==> src/rtl/range_watch_pkg.sv <==
`timescale 1ns/1ps
package range_watch_pkg;
  localparam int ADDR_W = 4;

  typedef enum logic [1:0] {
    GRP_CTRL = 2'd0,
    GRP_LOW  = 2'd1,
    GRP_HIGH = 2'd2,
    GRP_HYST = 2'd3
  } grp_e;

  localparam logic [1:0] SLOT_CFG = 2'd0;
  localparam logic [1:0] SLOT_STS = 2'd1;

  function automatic grp_e grp_of(input logic [ADDR_W-1:0] a);
    return grp_e'(a[3:2]);
  endfunction
endpackage

==> src/rtl/rw_chan.sv <==
`timescale 1ns/1ps
module rw_chan #(
  parameter int DW       = 12,
  parameter int HYST_RST = 8
) (
  input  logic          clk,
  input  logic          rst_n,
  input  logic          hit,
  input  logic [DW-1:0] data,
  input  logic          wr_lo,
  input  logic          wr_hi,
  input  logic          wr_hy,
  input  logic [DW-1:0] wr_val,
  input  logic          clr,
  output logic [DW-1:0] lo_q,
  output logic [DW-1:0] hi_q,
  output logic [DW-1:0] hy_q,
  output logic          act_lo,
  output logic          act_hi,
  output logic          set_lo,
  output logic          set_hi
);
  localparam logic [DW-1:0] FULL    = {DW{1'b1}};
  localparam logic [DW-1:0] HY_INIT = DW'(HYST_RST);

  logic [DW:0]   hi_gap, lo_gap;
  logic [DW-1:0] hi_rel_pt, lo_rel_pt;
  logic          minmax, rel_hi, rel_lo, cap_hi, cap_lo;
  logic          act_hi_d, act_lo_d;
  logic          hi_en, lo_en;
  logic [DW-1:0] hi_d, lo_d;

  // release points, saturated at the ends of the code range
  always_comb begin
    hi_gap    = {1'b0, hi_q} - {1'b0, hy_q};
    hi_rel_pt = hi_gap[DW] ? '0 : hi_gap[DW-1:0];
    lo_gap    = {1'b0, lo_q} + {1'b0, hy_q};
    lo_rel_pt = lo_gap[DW] ? FULL : lo_gap[DW-1:0];
  end

  assign minmax = (hy_q == FULL);
  assign set_hi = hit & ~minmax & (data > hi_q);
  assign set_lo = hit & ~minmax & (data < lo_q);
  assign rel_hi = hit & (data <= hi_rel_pt);
  assign rel_lo = hit & (data >= lo_rel_pt);
  assign cap_hi = hit & minmax & (data > hi_q);
  assign cap_lo = hit & minmax & (data < lo_q);

  // next state: a fresh violation beats a clear
  always_comb begin
    act_hi_d = act_hi;
    if (minmax)              act_hi_d = 1'b0;
    else if (set_hi)         act_hi_d = 1'b1;
    else if (clr || rel_hi)  act_hi_d = 1'b0;

    act_lo_d = act_lo;
    if (minmax)              act_lo_d = 1'b0;
    else if (set_lo)         act_lo_d = 1'b1;
    else if (clr || rel_lo)  act_lo_d = 1'b0;

    hi_en = wr_hi | cap_hi;
    hi_d  = wr_hi ? wr_val : data;
    lo_en = wr_lo | cap_lo;
    lo_d  = wr_lo ? wr_val : data;
  end

  always_ff @(posedge clk or negedge rst_n) begin
    if (!rst_n) begin
      act_hi <= 1'b0;
      act_lo <= 1'b0;
    end else begin
      act_hi <= act_hi_d;
      act_lo <= act_lo_d;
    end
  end

  always_ff @(posedge clk or negedge rst_n) begin
    if (!rst_n)     hi_q <= FULL;
    else if (hi_en) hi_q <= hi_d;
  end

  always_ff @(posedge clk or negedge rst_n) begin
    if (!rst_n)     lo_q <= '0;
    else if (lo_en) lo_q <= lo_d;
  end

  always_ff @(posedge clk or negedge rst_n) begin
    if (!rst_n)     hy_q <= HY_INIT;
    else if (wr_hy) hy_q <= wr_val;
  end

  a_r2_high_sets: assert property (@(posedge clk) disable iff (!rst_n)
    (hit && !minmax && (data > hi_q)) |=> act_hi);
  a_r3_low_sets: assert property (@(posedge clk) disable iff (!rst_n)
    (hit && !minmax && (data < lo_q)) |=> act_lo);
  a_r4_high_release: assert property (@(posedge clk) disable iff (!rst_n)
    (hit && !minmax && (data <= hi_rel_pt)) |=> !act_hi);
  a_r9_no_alarm: assert property (@(posedge clk) disable iff (!rst_n)
    minmax |=> (!act_hi && !act_lo));
  a_r9_max_capture: assert property (@(posedge clk) disable iff (!rst_n)
    (hit && minmax && !wr_hi && (data > hi_q)) |=> (hi_q == $past(data)));
  a_r12_host_wins: assert property (@(posedge clk) disable iff (!rst_n)
    wr_lo |=> (lo_q == $past(wr_val)));
endmodule

==> src/rtl/rw_status.sv <==
`timescale 1ns/1ps
module rw_status #(
  parameter int NMON = 4
) (
  input  logic              clk,
  input  logic              rst_n,
  input  logic [NMON-1:0]   set_lo,
  input  logic [NMON-1:0]   set_hi,
  input  logic              clr,
  output logic [2*NMON-1:0] sts_q
);
  localparam int SW = 2 * NMON;

  logic [SW-1:0] set_v;
  logic [SW-1:0] sts_d;
  logic          sts_en;

  for (genvar k = 0; k < NMON; k++) begin : g_pack
    assign set_v[2*k]   = set_lo[k];
    assign set_v[2*k+1] = set_hi[k];
  end

  always_comb begin
    sts_d  = (clr ? '0 : sts_q) | set_v;
    sts_en = clr | (|set_v);
  end

  always_ff @(posedge clk or negedge rst_n) begin
    if (!rst_n)      sts_q <= '0;
    else if (sts_en) sts_q <= sts_d;
  end

  a_r6_sticky: assert property (@(posedge clk) disable iff (!rst_n)
    !clr |=> ((sts_q & $past(sts_q)) == $past(sts_q)));
  a_r7_clear: assert property (@(posedge clk) disable iff (!rst_n)
    (clr && (set_v == '0)) |=> (sts_q == '0));
  a_r8_set_survives: assert property (@(posedge clk) disable iff (!rst_n)
    (|set_v) |=> ((sts_q & $past(set_v)) == $past(set_v)));
endmodule

==> src/rtl/range_watch.sv <==
`timescale 1ns/1ps
module range_watch
  import range_watch_pkg::*;
#(
  parameter int DW       = 12,
  parameter int CHW      = 3,
  parameter int NMON     = 4,
  parameter int HYST_RST = 8
) (
  input  logic              clk,
  input  logic              rst_n,
  input  logic              res_vld,
  input  logic [CHW-1:0]    res_ch,
  input  logic [DW-1:0]     res_data,
  input  logic              wr_en,
  input  logic [ADDR_W-1:0] wr_addr,
  input  logic [DW-1:0]     wr_data,
  input  logic [ADDR_W-1:0] rd_addr,
  output logic [DW-1:0]     rd_data,
  output logic              alert_flag,
  output logic              alert_pd
);
  localparam int SW = 2 * NMON;

  logic [NMON-1:0] hit, wr_lo, wr_hi, wr_hy;
  logic [NMON-1:0] act_lo, act_hi, set_lo, set_hi;
  logic [DW-1:0]   lo_a [NMON];
  logic [DW-1:0]   hi_a [NMON];
  logic [DW-1:0]   hy_a [NMON];
  logic [SW-1:0]   sts_q;
  logic [2:0]      cfg_q, cfg_d;
  logic            cfg_we, sts_we, clr, any_act;
  grp_e            wgrp, rgrp;
  logic [1:0]      wslot, rslot;

  always_comb begin
    wgrp   = grp_of(wr_addr);
    wslot  = wr_addr[1:0];
    cfg_we = wr_en && (wgrp == GRP_CTRL) && (wslot == SLOT_CFG);
    sts_we = wr_en && (wgrp == GRP_CTRL) && (wslot == SLOT_STS);
    clr    = (cfg_we && (wr_data[2:1] == 2'b11)) ||
             (sts_we && (wr_data[7:0] == 8'hFF));
    cfg_d  = wr_data[2:0];
  end

  for (genvar k = 0; k < NMON; k++) begin : g_ch
    assign hit[k]   = res_vld && (res_ch == CHW'(k));
    assign wr_lo[k] = wr_en && (wgrp == GRP_LOW)  && (int'(wslot) == k);
    assign wr_hi[k] = wr_en && (wgrp == GRP_HIGH) && (int'(wslot) == k);
    assign wr_hy[k] = wr_en && (wgrp == GRP_HYST) && (int'(wslot) == k);

    rw_chan #(.DW(DW), .HYST_RST(HYST_RST)) u_chan (
      .clk    (clk),
      .rst_n  (rst_n),
      .hit    (hit[k]),
      .data   (res_data),
      .wr_lo  (wr_lo[k]),
      .wr_hi  (wr_hi[k]),
      .wr_hy  (wr_hy[k]),
      .wr_val (wr_data),
      .clr    (clr),
      .lo_q   (lo_a[k]),
      .hi_q   (hi_a[k]),
      .hy_q   (hy_a[k]),
      .act_lo (act_lo[k]),
      .act_hi (act_hi[k]),
      .set_lo (set_lo[k]),
      .set_hi (set_hi[k])
    );
  end

  rw_status #(.NMON(NMON)) u_status (
    .clk    (clk),
    .rst_n  (rst_n),
    .set_lo (set_lo),
    .set_hi (set_hi),
    .clr    (clr),
    .sts_q  (sts_q)
  );

  always_ff @(posedge clk or negedge rst_n) begin
    if (!rst_n)      cfg_q <= '0;
    else if (cfg_we) cfg_q <= cfg_d;
  end

  assign any_act    = (|act_lo) | (|act_hi);
  assign alert_flag = any_act;
  assign alert_pd   = cfg_q[0] ^ (cfg_q[2] & any_act);

  always_comb begin
    rgrp    = grp_of(rd_addr);
    rslot   = rd_addr[1:0];
    rd_data = '0;
    case (rgrp)
      GRP_CTRL: begin
        if (rslot == SLOT_CFG)      rd_data[2:0]    = cfg_q;
        else if (rslot == SLOT_STS) rd_data[SW-1:0] = sts_q;
      end
      GRP_LOW:  if (int'(rslot) < NMON) rd_data = lo_a[rslot];
      GRP_HIGH: if (int'(rslot) < NMON) rd_data = hi_a[rslot];
      GRP_HYST: if (int'(rslot) < NMON) rd_data = hy_a[rslot];
      default:  rd_data = '0;
    endcase
  end

  a_r5_upper_ignored: assert property (@(posedge clk) disable iff (!rst_n)
    (res_vld && (res_ch >= CHW'(NMON)) && !wr_en) |=> (sts_q == $past(sts_q)));
  a_r11_flag_tracks: assert property (@(posedge clk) disable iff (!rst_n)
    (|set_hi) |=> alert_flag);
endmodule

==> config.mk <==
export PLATFORM = sky130hd
export DESIGN_NAME = range_watch
export DESIGN_NICKNAME = d
export VERILOG_FILES = /design/src/rtl/range_watch_pkg.sv /design/src/rtl/rw_chan.sv /design/src/rtl/rw_status.sv /design/src/rtl/range_watch.sv
export SDC_FILE = /design/constraint.sdc
export NUM_CORES = 1
export LEC_CHECK = 0
export BUFFER_PORTS_ARGS = -buffer_cell sky130_fd_sc_hd__buf_4
export CAP_MARGIN = 15
export CORE_ASPECT_RATIO = 0.9
export CORE_MARGIN = 2
export CORE_UTILIZATION = 55
export CTS_CLUSTER_SIZE = 40
export DETAILED_ROUTE_END_ITERATION = 12
export PLACE_DENSITY = 0.72
export SETUP_SLACK_MARGIN = 0.05
export SLEW_MARGIN = 15
export SYNTH_ARGS = -nofsm -noshare
export SYNTH_HDL_FRONTEND = slang
export SYNTH_SLANG_ARGS = --single-unit
==> constraint.sdc <==
create_clock -name clk -period 4.2 [get_ports clk]
set_clock_uncertainty 0.05 [all_clocks]
set_input_delay 0.21 -clock clk [delete_from_list [all_inputs] [get_ports clk]]
set_output_delay 0.21 -clock clk [all_outputs]
set_load 0.1 [all_outputs]
* After elaboration in Yosys (flattened, before gate mapping)
Index checks and enable logic that the tools add are counted.
Storage, ports and cells: flip-flop bits (word level) 163, output and inout port bits 14, word-level logic and storage cells 222
Cells by class: add/sub/neg operators 8, $lt $le $gt $ge 17, eq/ne operators 20, mux-type cells 55, bitwise gates (word level) 50, reductions and logical operators 50
Operator list (count):
- 12-bit two-way mux | 22
- 12-bit binary-select mux with 2-bit select | 3
- 12-bit by 12-bit adder with 13-bit output | 4
- 12-bit by 12-bit subtractor with 13-bit output | 4
- 12-bit equality test, second input constant | 4
- 12-bit >= comparator | 4
- 12-bit > comparator | 4
- 12-bit <= comparator | 4
- 12-bit < comparator | 4
- 1-bit bitwise AND | 33
- 8-bit case mux with 4 select lines | 1
- 1-bit logical AND | 24
- 1-bit two-way mux | 24
- 3-bit nonzero test | 8
- 8-bit two-way mux | 2
- 2-bit equality test, second input constant | 7
- 4-bit case mux with 3 select lines | 1
- 2-bit by 1-bit equality test with 1-bit output, second input constant | 5
- 2-bit zero test | 5
- 1-bit OR | 10
- 1-bit logical OR | 9
- 8-bit equality test, second input constant | 1
- 8-bit OR | 1
- 4-bit OR reduction | 2
- other kinds (10) | 14

* Longest topological paths before layout
Gate-level depths: netlist (run 1).
depth after elaboration 9, mapped depth 17

* Modules after synthesis
A second synthesis (run 1) with hierarchy kept.
Second synthesis, totals: cells, all modules 2024, area total of the unflattened synthesis 17790.8 um2
Modules (own cells, without submodules):
- rw_chan (g_ch[1].u_chan ...) | instances 2, cells an instance 477, area an instance 4042.6 um2, sequential area each 967.2 um2
- rw_chan (g_ch[3].u_chan) | instances 1, cells an instance 445, area an instance 3966.3 um2, sequential area each 967.2 um2
- rw_chan (g_ch[0].u_chan) | instances 1, cells an instance 453, area an instance 3923.8 um2, sequential area each 967.2 um2
- range_watch | instances 1, cells an instance 155, area an instance 1551.5 um2, sequential area each 75.1 um2
- rw_status | instances 1, cells an instance 17, area an instance 264.0 um2, sequential area each 200.2 um2

* Worst setup path before layout (run 1)
No wires, ideal clock.
path kind reg-to-reg, start register g_ch[1].u_chan.hi_q[0], end register g_ch[1].u_chan.act_hi, data arrival time 3.530 ns, required time 4.030 ns, slack 0.500 ns, stages on the path, launching flop included 17, clock period less this slack 3.700 ns, path through dfstp_2 -> inv_1 -> ha_1 -> fa_1 -> nor2b_1 -> o21ai_1 -> a21oi_1 -> o21ai_0 -> a31oi_1 -> clkbuf_1 -> nand3_1 -> ha_1 -> a21o_1 -> a21o_1 -> a2111oi_0 -> nand2_1 -> a41o_1
On the way: word-level cells in the longest chain between the ends 6, elaborated cells between the ends (all ways) 10, those cells by class add/sub (1); order compare (2); mux (3); bitwise (2); reduce/logical (2)
RTL lines:
- start: declaration | RTL line rw_chan.sv:16 | output logic [DW-1:0] hi_q,
- start signal: assignment | RTL line rw_chan.sv:79 | else if (hi_en) hi_q <= hi_d;
- 12-bit by 12-bit subtractor with 13-bit output | RTL line rw_chan.sv:35 | hi_gap = {1'b0, hi_q} - {1'b0, hy_q};
- 12-bit two-way mux | RTL line rw_chan.sv:36 | hi_rel_pt = hi_gap[DW] ? '0 : hi_gap[DW-1:0];
- 12-bit <= comparator | RTL line rw_chan.sv:44 | assign rel_hi = hit & (data <= hi_rel_pt);
- 1-bit bitwise AND | RTL line rw_chan.sv:44
- 1-bit logical OR | RTL line rw_chan.sv:54 | else if (clr || rel_hi) act_hi_d = 1'b0;
- 3-bit nonzero test (no line)
- end signal: assignment | RTL line rw_chan.sv:72 | act_hi <= act_hi_d;
- end: declaration | RTL line rw_chan.sv:19 | output logic act_hi,
Parallel ways exist; a longest one is shown, timed or not. A chain may end at the register's enable or synchronous reset.

* Worst setup path in the final report (run 1)
start register g_ch[3].u_chan.hi_q[0], end register g_ch[3].u_chan.act_hi
On the way: word-level cells in the longest chain between the ends 6, elaborated cells between the ends (all ways) 10, those cells by class add/sub (1); order compare (2); mux (3); bitwise (2); reduce/logical (2)
RTL lines (RTL line):
- start: declaration | rw_chan.sv:16
- start signal: assignment | rw_chan.sv:79
- 12-bit by 12-bit subtractor with 13-bit output | rw_chan.sv:35
- 12-bit two-way mux | rw_chan.sv:36
- 12-bit <= comparator | rw_chan.sv:44
- 1-bit bitwise AND | rw_chan.sv:44
- 1-bit logical OR | rw_chan.sv:54
- 3-bit nonzero test (no line)
- end signal: assignment | rw_chan.sv:72
- end: declaration | rw_chan.sv:19
Parallel ways exist; a longest one is shown, timed or not.

==> results.tsv, run 1 <==
metric	value	unit
Longest Clk Path Bufs	2	
leakage	8.70	nW
core area	31100	sq um
Period minus WS final	4.02	ns
Final Max Slew Viols	0	
combined area of the multi-input logic cells	12500	sq um
Top Layer Used	met5	
worst hold path class	input port to flop	
delay-heaviest family, CP	compound AO/OA/AOI/OAI gates	
Mapped Nets	2294	
flops & latches, synth	163	
Final Util	61.2	%
WS Path Type	flop to flop	
Rel. slew slack	16.6	%
leading area contributor after synthesis	ha_1	
area delta synth->final	8.96	%
final setup fails	0	
met1 wire length	25.6	mm
Crit path depth	17	
Gate Count Post-Synth	1963	
Seq. cell area	4150	sq um
max_cap viols	0	
Max FO, Critical Path	5	
DIE WIDTH	192	um
power density cells	584	nW/um^2
Final Cell Area	19100	sq um
Final ANT Viol Nets	0	
CP Launch Type	flop	
R2R depth	17	
hold slack	0.0812	ns
synth top area cells	ha_1 (20%), dfrtp_1 (16%), dfstp_2 (7.8%)	
die height	173	um
ys flop type	dfrtp_1	
number of H-tree levels	4	
critical path, cell by cell	inv_1 > ha_1 > fa_2 > nor2b_1 > o21ai_0 > a21oi_2 > o211ai_1 > a311oi_2 > clkdlybuf4s15_2 > buf_4 > nand3_1 > ha_1 > nand4_1 > nor3_2 > a21oi_1 > nand3_1 > o22ai_1	
most frequent cells in the layout	ha_1 (283), nand2_1 (176), o21ai_0 (157)	
fin worst setup slack	0.178	ns
mapped cell area	17500	sq um
final WL	62.5	mm
post-DR vias/cell	6.63	
placed cells	2393	
ys async rst share	100	%
number of flops mapped to enable cells by yosys	0	
routability cong.	1.00	
Clock Pin Slew Worst Setup and Hold Paths	0.08	ns
Tightest Pin Transition	1.25	ns
layout cells sized above 1	14.8	%
# IOs	53	
share of the synthesized area in the top cell type	20.3	%
Met3 Routed Length	6.98	mm
routed length per placed instance	25.7	um
Peak VDD IR	0.333	mV
syn avg cell area	8.92	sq um
clk_lat worst skew	0.46	ns
Post-Place Cell Area	18400	sq um
Achievable Freq	0.249	GHz
largest net degree at the start of global routing	101	
DRC violation total after the first TritonRoute iteration	1806	
CTS Buf Count	17	
Worst Path Arrival	4.27	ns
HPWL Detailed	45.9	mm
Yosys cell types	77	
CP Capture Type	flop	
Power Total	11.1	mW
Crit path largest cell delay	0.56	ns
pre-CTS setup slack	0.205	ns
vias in the first global route	15300	
number of buffers and inverters on the critical path	3	
Yosys warnings	0	
filler instances	2722	
grt ovf	0	
register area share after synthesis	23.7	%
CTS Root Buffer Type	clkbuf_16	
Net count, final	2340	
Port Buffer Count	52	
DRT Pass-1 Iters	7	
WP data required	4.45	ns
Fin. Hold Viols	0	
die area	33300	sq um
met2 WL	26.6	mm
Num Clock Sinks	163	
period utilization	95.8	%
GRT Resource Usage Total	37.4	%
total vias in the final route	16100	
DRC Markers	0	
Initial Util	56.2	%
most common cell after layout, fill and taps aside	ha_1	
critical path's slowest cell	dfstp_2	
CTS tree	yes	
global-route wire length before repair	92.8	mm
initial antenna violation count	3	
cell row count	61	
RSZ-0062 raised after global routing	yes	
setup tns final	0	ns
non-filler cells, final	2434	
worst hold path stage count	3	
outcome	finished, final reports clean	
-- report_power, final --
| part | switching (mW) | total [mW] | internal [mW] |
|---|---|---|---|
| Sequential | 0.784 | 2.85 | 2.07 |
| Combinational | 3.74 | 6.65 | 2.91 |
| Clock | 0.721 | 1.63 | 0.913 |
-- cell usage after synthesis, types with 9 or more instances --
master and count:
mux2i_1 128, inv_1 156, nand2b_1 21, nand3_1 31
nor3_1 28, mux4_2 36, xnor2_1 33, a21oi_1 118
nor2_1 141, nand2_1 176, mux2_2 46, dfrtp_1 111
a31oi_1 10, a211oi_1 33, nor2b_1 34, o21ai_0 157
mux2_4 9, buf_2 17, o211ai_1 14, o21a_1 19
nand4_1 45, clkbuf_1 37, or3_1 18, a21o_1 46
ha_1 284, dfstp_2 52
-- repair_timing --
action                     in CTS  in global routing
hold buffers                    1                  0
gates resized for setup         0                 14
buffers inserted                0                  4
setup endpoints to repair       0                  4
hold endpoints to repair       61                  0
-- worst paths after layout --
check / slack, ns / to / start
max: 0.18 / g_ch[3].u_chan.act_hi / g_ch[3].u_chan.hi_q[0]
min: 0.08 / g_ch[1].u_chan.lo_q[0] / res_data[0]
max reg2reg: 0.18 / g_ch[3].u_chan.act_hi / g_ch[3].u_chan.hi_q[0]
min reg2reg: 0.44 / u_status.sts_q[6] / u_status.sts_q[6]
max in group asynchronous: 2.74 / g_ch[2].u_chan.hi_q[11] / rst_n
min in group asynchronous: 0.40 / g_ch[0].u_chan.act_hi / rst_n
-- flip-flops by register name, indices dropped and copies added (netlist names) --
name,flops
g_ch.u_chan.hi_q,48
g_ch.u_chan.hy_q,48
g_ch.u_chan.lo_q,48
u_status.sts_q,8
g_ch.u_chan.act_hi,4
g_ch.u_chan.act_lo,4
cfg_q,3
-- layer usage --
metal / global-route usage (%) / vias up
met5: 0 / -
met4: 17.9 / 2
met3: 9.64 / 211
met2: 55.3 / 884
met1: 50.8 / 7742
li1: - / 7308
-- kinds of logic (layout without fill, tap and decap cells) --
group | Yosys count | count (layout) | synth area share (%)
buf+inv | 219 | 278 | 5.00
simple gates | 549 | 549 | 15.2
flops | 163 | 163 | 23.7
xor+xnor | 40 | 40 | 2.00
mux | 220 | 220 | 15.7
other cells | 0 | 3 | 0
compound gates | 480 | 480 | 17.1
fa+ha+maj | 292 | 292 | 21.2
-- area by class of cell --
| type | instances | area share (%) |
|---|---|---|
| well taps | 409 | 2.68 |
| clock buffers | 22 | 2.43 |
| inverters | 157 | 3.10 |
| repair buffers | 89 | 3.62 |
| multi-input cells | 1581 | 65.7 |
| clock inverters | 10 | 0.663 |
| flip-flops and latches | 163 | 21.7 |
| diodes | 3 | 0.0394 |
-- worst register-to-register path: stages, from the launching register on --
cell,delay (ns)
dfstp_2,0.56
inv_1,0.06
ha_1,0.21
fa_2,0.37
nor2b_1,0.13
o21ai_0,0.13
a21oi_2,0.21
o211ai_1,0.17
a311oi_2,0.40
clkdlybuf4s15_2,0.33
buf_4,0.13
nand3_1,0.07
ha_1,0.30
nand4_1,0.14
nor3_2,0.29
a21oi_1,0.10
nand3_1,0.12
o22ai_1,0.10
Note: power is estimated with default switching activity, not from simulation.
==> run 2: changes to the inputs <==
--- a/config.mk
+++ b/config.mk
@@ -5,7 +5,7 @@
 export SDC_FILE = /design/constraint.sdc
 export NUM_CORES = 1
 export LEC_CHECK = 0
-export BUFFER_PORTS_ARGS = -buffer_cell sky130_fd_sc_hd__buf_4
+export BUFFER_PORTS_ARGS = -buffer_cell sky130_fd_sc_hd__buf_2
 export CAP_MARGIN = 15
 export CORE_ASPECT_RATIO = 0.9
 export CORE_MARGIN = 2
==> run 2 against run 1 <==
First-iteration DRC count shrank 8.4%. Non-clock buffer count grew 15. Die area is the same. Via count grew 0.33%. Fmax grew 1.9%. Sequential share of layout area is essentially flat. Largest power group unchanged.
==> results.tsv, run 2 (same netlist as run 1, synthesis figures left out) <==
metric	value	unit	change
final WL	62.5	mm	about the same
M3 GR Usage	9.45	%	was 9.64%
DRC Markers	0		unchanged
total vias in the final route	16200		was 16100
clk_lat worst skew	0.46	ns	about the same
Final Cell Area	19000	sq um	was 19100 sq um
WS Path Type	flop to flop		unchanged
non-filler cells, final	2449		was 2434
Longest Clk Path Bufs	2		unchanged
worst hold path stage count	3		unchanged
Max FO, Critical Path	6		was 5
global-route wire length before repair	94.1	mm	was 92.8 mm
R2R depth	15		was 17
worst hold path class	input port to flop		unchanged
Worst Hold End	g_ch[1].u_chan.lo_q[0]		unchanged
period utilization	93.9	%	was 95.8%
Seq. cell area	4150	sq um	about the same
Initial Util	56.2	%	unchanged
Peak VDD IR	0.373	mV	was 0.333 mV
final setup fails	0		unchanged
largest registers	g_ch.u_chan.hi_q: 48 flops, g_ch.u_chan.hy_q: 48 flops, g_ch.u_chan.lo_q: 48 flops		unchanged
Worst Path Arrival	4.27	ns	about the same
CTS Buf Count	17		unchanged
routability cong.	1.02		was 1.00
cell row count	61		unchanged
HPWL Detailed	47.6	mm	was 45.9 mm
placed cells	2412		was 2393
Clock Pin Slew Worst Setup and Hold Paths	0.07	ns	was 0.08 ns
met1 Use GR	51.9	%	was 50.8%
Achievable Freq	0.253	GHz	was 0.249 GHz
max_cap viols	0		unchanged
# IOs	53		unchanged
CP Capture Type	flop		unchanged
Final ANT Viol Nets	0		unchanged
area delta synth->final	8.71	%	was 8.96%
hold slack	0.134	ns	was 0.0812 ns
CTS Root Buffer Type	clkbuf_16		unchanged
RSZ-0062 raised after global routing	yes		unchanged
number of H-tree levels	4		unchanged
setup tns final	0	ns	unchanged
grt ovf	0		unchanged
die area	33300	sq um	unchanged
DRC violation total after the first TritonRoute iteration	1655		was 1806
Net count, final	2355		was 2340
Port Buffer Count	52		unchanged
filler instances	2744		was 2722
WP data required	4.53	ns	was 4.45 ns
Critical R2R Capture	g_ch[0].u_chan.act_lo		was g_ch[3].u_chan.act_hi
layout cells sized above 1	15.3	%	was 14.8%
CP Launch Type	flop		unchanged
DIE WIDTH	192	um	unchanged
routed length per placed instance	25.5	um	was 25.7 um
Final Max Slew Viols	0		unchanged
GRT Resource Usage Total	38.0	%	was 37.4%
largest net degree at the start of global routing	100		was 101
hold_sp	res_data[0]		unchanged
most common cell after layout, fill and taps aside	ha_1		unchanged
die height	173	um	unchanged
Tightest Pin Transition	1.25	ns	about the same
busiest layer in global routing	met2		unchanged
most frequent cells in the layout	ha_1 (284), nand2_1 (176), inv_1 (156), o21ai_0 (156), nor2_1 (140)		was ha_1 (283), nand2_1 (176), o21ai_0 (157)
Rel. slew slack	16.1	%	was 16.6%
leakage	8.74	nW	was 8.70 nW
grt met2 use	55.9	%	was 55.3%
CTS tree	yes		unchanged
r2r startpoint	g_ch[0].u_chan.hy_q[0]		was g_ch[3].u_chan.hi_q[0]
power density cells	581	nW/um^2	was 584 nW/um^2
outcome	finished, final reports clean		unchanged
core area	31100	sq um	unchanged
Post-Place Cell Area	18400	sq um	about the same
Num Clock Sinks	163		unchanged
R2R Setup Slk	0.25	ns	was 0.18 ns
post-DR vias/cell	6.61		was 6.63
Fin. Hold Viols	0		unchanged
combined area of the multi-input logic cells	12500	sq um	about the same
Final Util	61.1	%	was 61.2%
initial antenna violation count	3		unchanged
Period minus WS final	3.95	ns	was 4.02 ns
DRT Pass-1 Iters	5		was 7
vias in the first global route	15400		was 15300
## run 2: final cells by class
class	instances	area share (%)
multi-input combinational	1581	65.8
tap	409	2.69
sequential	163	21.8
clock buffer	21	2.54
timing repair buffer	104	3.47
antenna	3	0.0395
clock inverter	11	0.592
inverter	157	3.10
## run 2: worst max-delay path by stage
stage / from / endpoint
after floorplan: g_ch[1].u_chan.hi_q[0] / g_ch[1].u_chan.act_hi
after global placement: g_ch[1].u_chan.hi_q[0] / g_ch[1].u_chan.act_hi
after detailed placement: g_ch[1].u_chan.hi_q[0] / g_ch[1].u_chan.act_hi
after CTS: g_ch[1].u_chan.hi_q[0] / g_ch[1].u_chan.act_hi
after global routing: g_ch[3].u_chan.hi_q[0] / g_ch[3].u_chan.act_hi
final: g_ch[0].u_chan.hy_q[0] / g_ch[0].u_chan.act_lo
## run 2: routing by layer
metal	part of all wire [%]	up-vias
li1	-	7329
met1	41	7764
met2	42	905
met3	11	198
met4	5.3	4
met5	0.10	-
## run 2: worst max-delay path, stage by stage (launching register included)
cell      delay, ns
dfrtp_2        0.47
ha_1           0.27
fa_2           0.37
a211oi_1       0.23
nor2_1         0.14
o41ai_2        0.41
nor2_1         0.10
o22a_2         0.25
or2_2          0.29
ha_1           0.28
nor3b_1        0.20
o21ai_0        0.12
a21oi_1        0.13
o21ai_0        0.09
a211o_1        0.30
a31oi_1        0.17
## run 2: stage by stage
stage               total power, mW  worst slack, ns
global placement               8.94            0.271
detailed placement             9.18            0.167
global route                   11.9           0.0208
floorplan                      7.31            0.500
finish                         11.1            0.254
CTS                            10.9            0.163
## run 2: what timing repair did
action                                  in CTS  in global routing
buffers inserted                             0                  1
endpoints found under the setup margin       0                  6
hold buffers                                 1                  0
hold endpoints to repair                    72                  0
resized for setup                            0                 11
## run 2: power by group
part	leakage (nW)	total, mW	switching, mW	internal, mW
sequential	1.87	2.84	0.774	2.07
combinational	6.58	6.57	3.71	2.86
clock	0.293	1.65	0.751	0.901
==> run 3: changes to the inputs <==
--- a/config.mk
+++ b/config.mk
@@ -7,7 +7,7 @@
 export LEC_CHECK = 0
 export BUFFER_PORTS_ARGS = -buffer_cell sky130_fd_sc_hd__buf_2
 export CAP_MARGIN = 15
-export CORE_ASPECT_RATIO = 0.9
+export CORE_ASPECT_RATIO = 1.75
 export CORE_MARGIN = 2
 export CORE_UTILIZATION = 55
 export CTS_CLUSTER_SIZE = 40
==> run 3 against run 2 <==
Flip-flop and latch count stayed put. First-iteration DRC count decreased by 30%. Via count up 1.2%. Design area grew 0.46%. Clock power is 4% lower. Final cell count is 0.16% lower. Routed wire length is 5.3% higher. Clock-buffer cell count shrank 2. Fmax decreased by 2.9%. Sequential power is 2% lower. Critical endpoint is now g_ch[3].u_chan.act_hi. Sequential share of layout area shrank 0.093 points. Highest routed layer unchanged.
==> results.tsv, run 3 (same netlist as run 1, synthesis figures left out) <==
metric	value	unit	change
RSZ-0062 raised after global routing	yes		unchanged
number of H-tree levels	4		unchanged
DIE WIDTH	139	um	was 192 um
Final Cell Area	19100	sq um	was 19000 sq um
number of buffers and inverters on the critical path	2		was 0
power density cells	581	nW/um^2	about the same
Period minus WS final	4.06	ns	was 3.95 ns
area delta synth->final	9.21	%	was 8.71%
Initial Util	55.7	%	was 56.2%
Clock Pin Slew Worst Setup and Hold Paths	0.07	ns	about the same
vias in the first global route	16500		was 15400
cell row count	86		was 61
initial antenna violation count	3		unchanged
outcome	finished, final reports clean		unchanged
Max FO, Critical Path	6		unchanged
die height	240	um	was 173 um
CP Launch Type	flop		unchanged
Antenna diodes	0		was 3
# IOs	53		unchanged
max_cap viols	0		unchanged
layout cells sized above 1	16.1	%	was 15.3%
Peak VDD IR	0.390	mV	was 0.373 mV
Worst Path Arrival	4.33	ns	was 4.27 ns
net switching power	5.30	mW	was 5.24 mW
Net count, final	2367		was 2355
WP data required	4.46	ns	was 4.53 ns
core area	31400	sq um	was 31100 sq um
Tightest Pin Transition	1.09	ns	was 1.25 ns
DRC violation total after the first TritonRoute iteration	1161		was 1655
fin worst setup slack	0.137	ns	was 0.254 ns
delay-heaviest family, CP	compound AO/OA/AOI/OAI gates		unchanged
critical path's slowest cell	dfstp_2		was dfrtp_2
CTS tree	yes		unchanged
Crit path largest cell delay	0.57	ns	was 0.47 ns
Num Clock Sinks	163		unchanged
clk_lat worst skew	0.48	ns	was 0.46 ns
Longest Clk Path Bufs	2		unchanged
Rel. slew slack	27.0	%	was 16.1%
CTS Root Buffer Type	clkbuf_16		unchanged
post-DR vias/cell	6.70		was 6.61
WS Path Type	flop to flop		unchanged
most common cell after layout, fill and taps aside	ha_1		unchanged
setup tns final	0	ns	unchanged
critical path, cell by cell	inv_1 > ha_1 > fa_2 > nor2b_1 > o21ai_2 > a21oi_2 > o211ai_1 > a311oi_2 > buf_4 > nand2b_1 > ha_1 > nor2b_1 > o21a_1 > o21ai_0 > nand2b_1 > a2111oi_2 > o22ai_1		was ha_1 > fa_2 > a211oi_1 > nor2_1 > o41ai_2 > nor2_1 > o22a_2 > or2_2 > ha_1 > nor3b_1 > o21ai_0 > a21oi_1 > o21ai_0 > a211o_1 > a31oi_1
global-route wire length before repair	98.8	mm	was 94.1 mm
final WL	65.9	mm	was 62.5 mm
Int Power	5.81	mW	was 5.82 mW
Final Max Slew Viols	0		unchanged
HPWL Detailed	50.9	mm	was 47.6 mm
combinational power share	60.8	%	was 59.4%
Post-Place Cell Area	18400	sq um	about the same
pre-CTS setup slack	0.131	ns	was 0.167 ns
worst hold path class	input port to flop		unchanged
CP Capture Type	flop		unchanged
GRT Resource Usage Total	39.9	%	was 38.0%
total vias in the final route	16400		was 16200
largest registers	g_ch.u_chan.hi_q: 48 flops, g_ch.u_chan.hy_q: 48 flops, g_ch.u_chan.lo_q: 48 flops		unchanged
final setup fails	0		unchanged
leakage	8.78	nW	was 8.74 nW
switch share	47.7	%	was 47.3%
routability cong.	1.06		was 1.02
Clock power frac	14.3	%	was 14.9%
DRC Markers	0		unchanged
Fin. Hold Viols	0		unchanged
Final ANT Viol Nets	0		unchanged
Achievable Freq	0.246	GHz	was 0.253 GHz
most frequent cells in the layout	ha_1 (284), nand2_1 (176), inv_1 (156), o21ai_0 (156), nor2_1 (140)		unchanged
period utilization	96.7	%	was 93.9%
largest net degree at the start of global routing	88		was 100
routed length per placed instance	26.9	um	was 25.5 um
sequential power share	24.9	%	was 25.7%
CTS Buf Count	17		unchanged
die area	33300	sq um	about the same
DRT Pass-1 Iters	6		was 5
grt ovf	0		unchanged
Port Buffer Count	52		unchanged
## run 3: final timing paths
check	to	from	depth (start not counted)	slack (ns)
max in group asynchronous	g_ch[0].u_chan.hi_q[8]	rst_n	3	2.80
min	g_ch[1].u_chan.lo_q[0]	res_data[0]	3	0.13
min in group asynchronous	g_ch[2].u_chan.lo_q[7]	rst_n	2	0.28
min reg2reg	u_status.sts_q[6]	u_status.sts_q[6]	1	0.44
max	g_ch[3].u_chan.act_hi	g_ch[3].u_chan.hi_q[0]	17	0.14
max reg2reg	g_ch[3].u_chan.act_hi	g_ch[3].u_chan.hi_q[0]	17	0.14
## run 3: power groups by stage
stage	clock network (mW)	logic [mW]	registers [mW]
floorplan	0	4.97	2.34
global placement	0	6.29	2.74
detailed placement	0	6.51	2.75
CTS	1.59	6.55	2.72
global route	1.65	7.57	2.77
finish	1.59	6.75	2.77
## run 3: per-stage QoR
stage | hold WS (ns) | std cells | utilization, % | total power, mW
after floorplan | -0.136 | 1963 | - | 7.31
after global placement | 0.240 | 2404 | 58.6 | 9.03
after detailed placement | 0.241 | 2404 | 58.6 | 9.26
after CTS | 0.106 | 2437 | 60.4 | 10.9
after global routing | 0.131 | 2445 | 60.8 | 12.0
final | 0.126 | 2445 | 60.8 | 11.1
## run 3: cell type report
class,count,area (sq um)
Clock buffer,19,443
Tap cell,396,495
Sequential cell,163,4150
Clock inverter,13,125
Timing Repair Buffer,116,766
Fill cell,2757,12300
Multi-Input combinational cell,1581,12500
Inverter,157,591
## run 3: worst min-delay path, stage by stage
cell     delay [ns]
buf_2          0.21
nor2_1         0.14
a21oi_1        0.05
## run 3: per-layer routing
layer	share of wire [%]	track usage, %
met2	46	65.9
met5	0.064	0
met3	7.8	8.78
met4	13	40.1
met1	33	41.0
## run 3: what timing repair did
| action | 4_1_cts | 5_1_grt |
|---|---|---|
| buffers inserted | 0 | 7 |
| hold endpoints to repair | 50 | 0 |
| setup endpoints to repair | 0 | 4 |
| hold buffers | 1 | 0 |
| gates resized for setup | 0 | 18 |
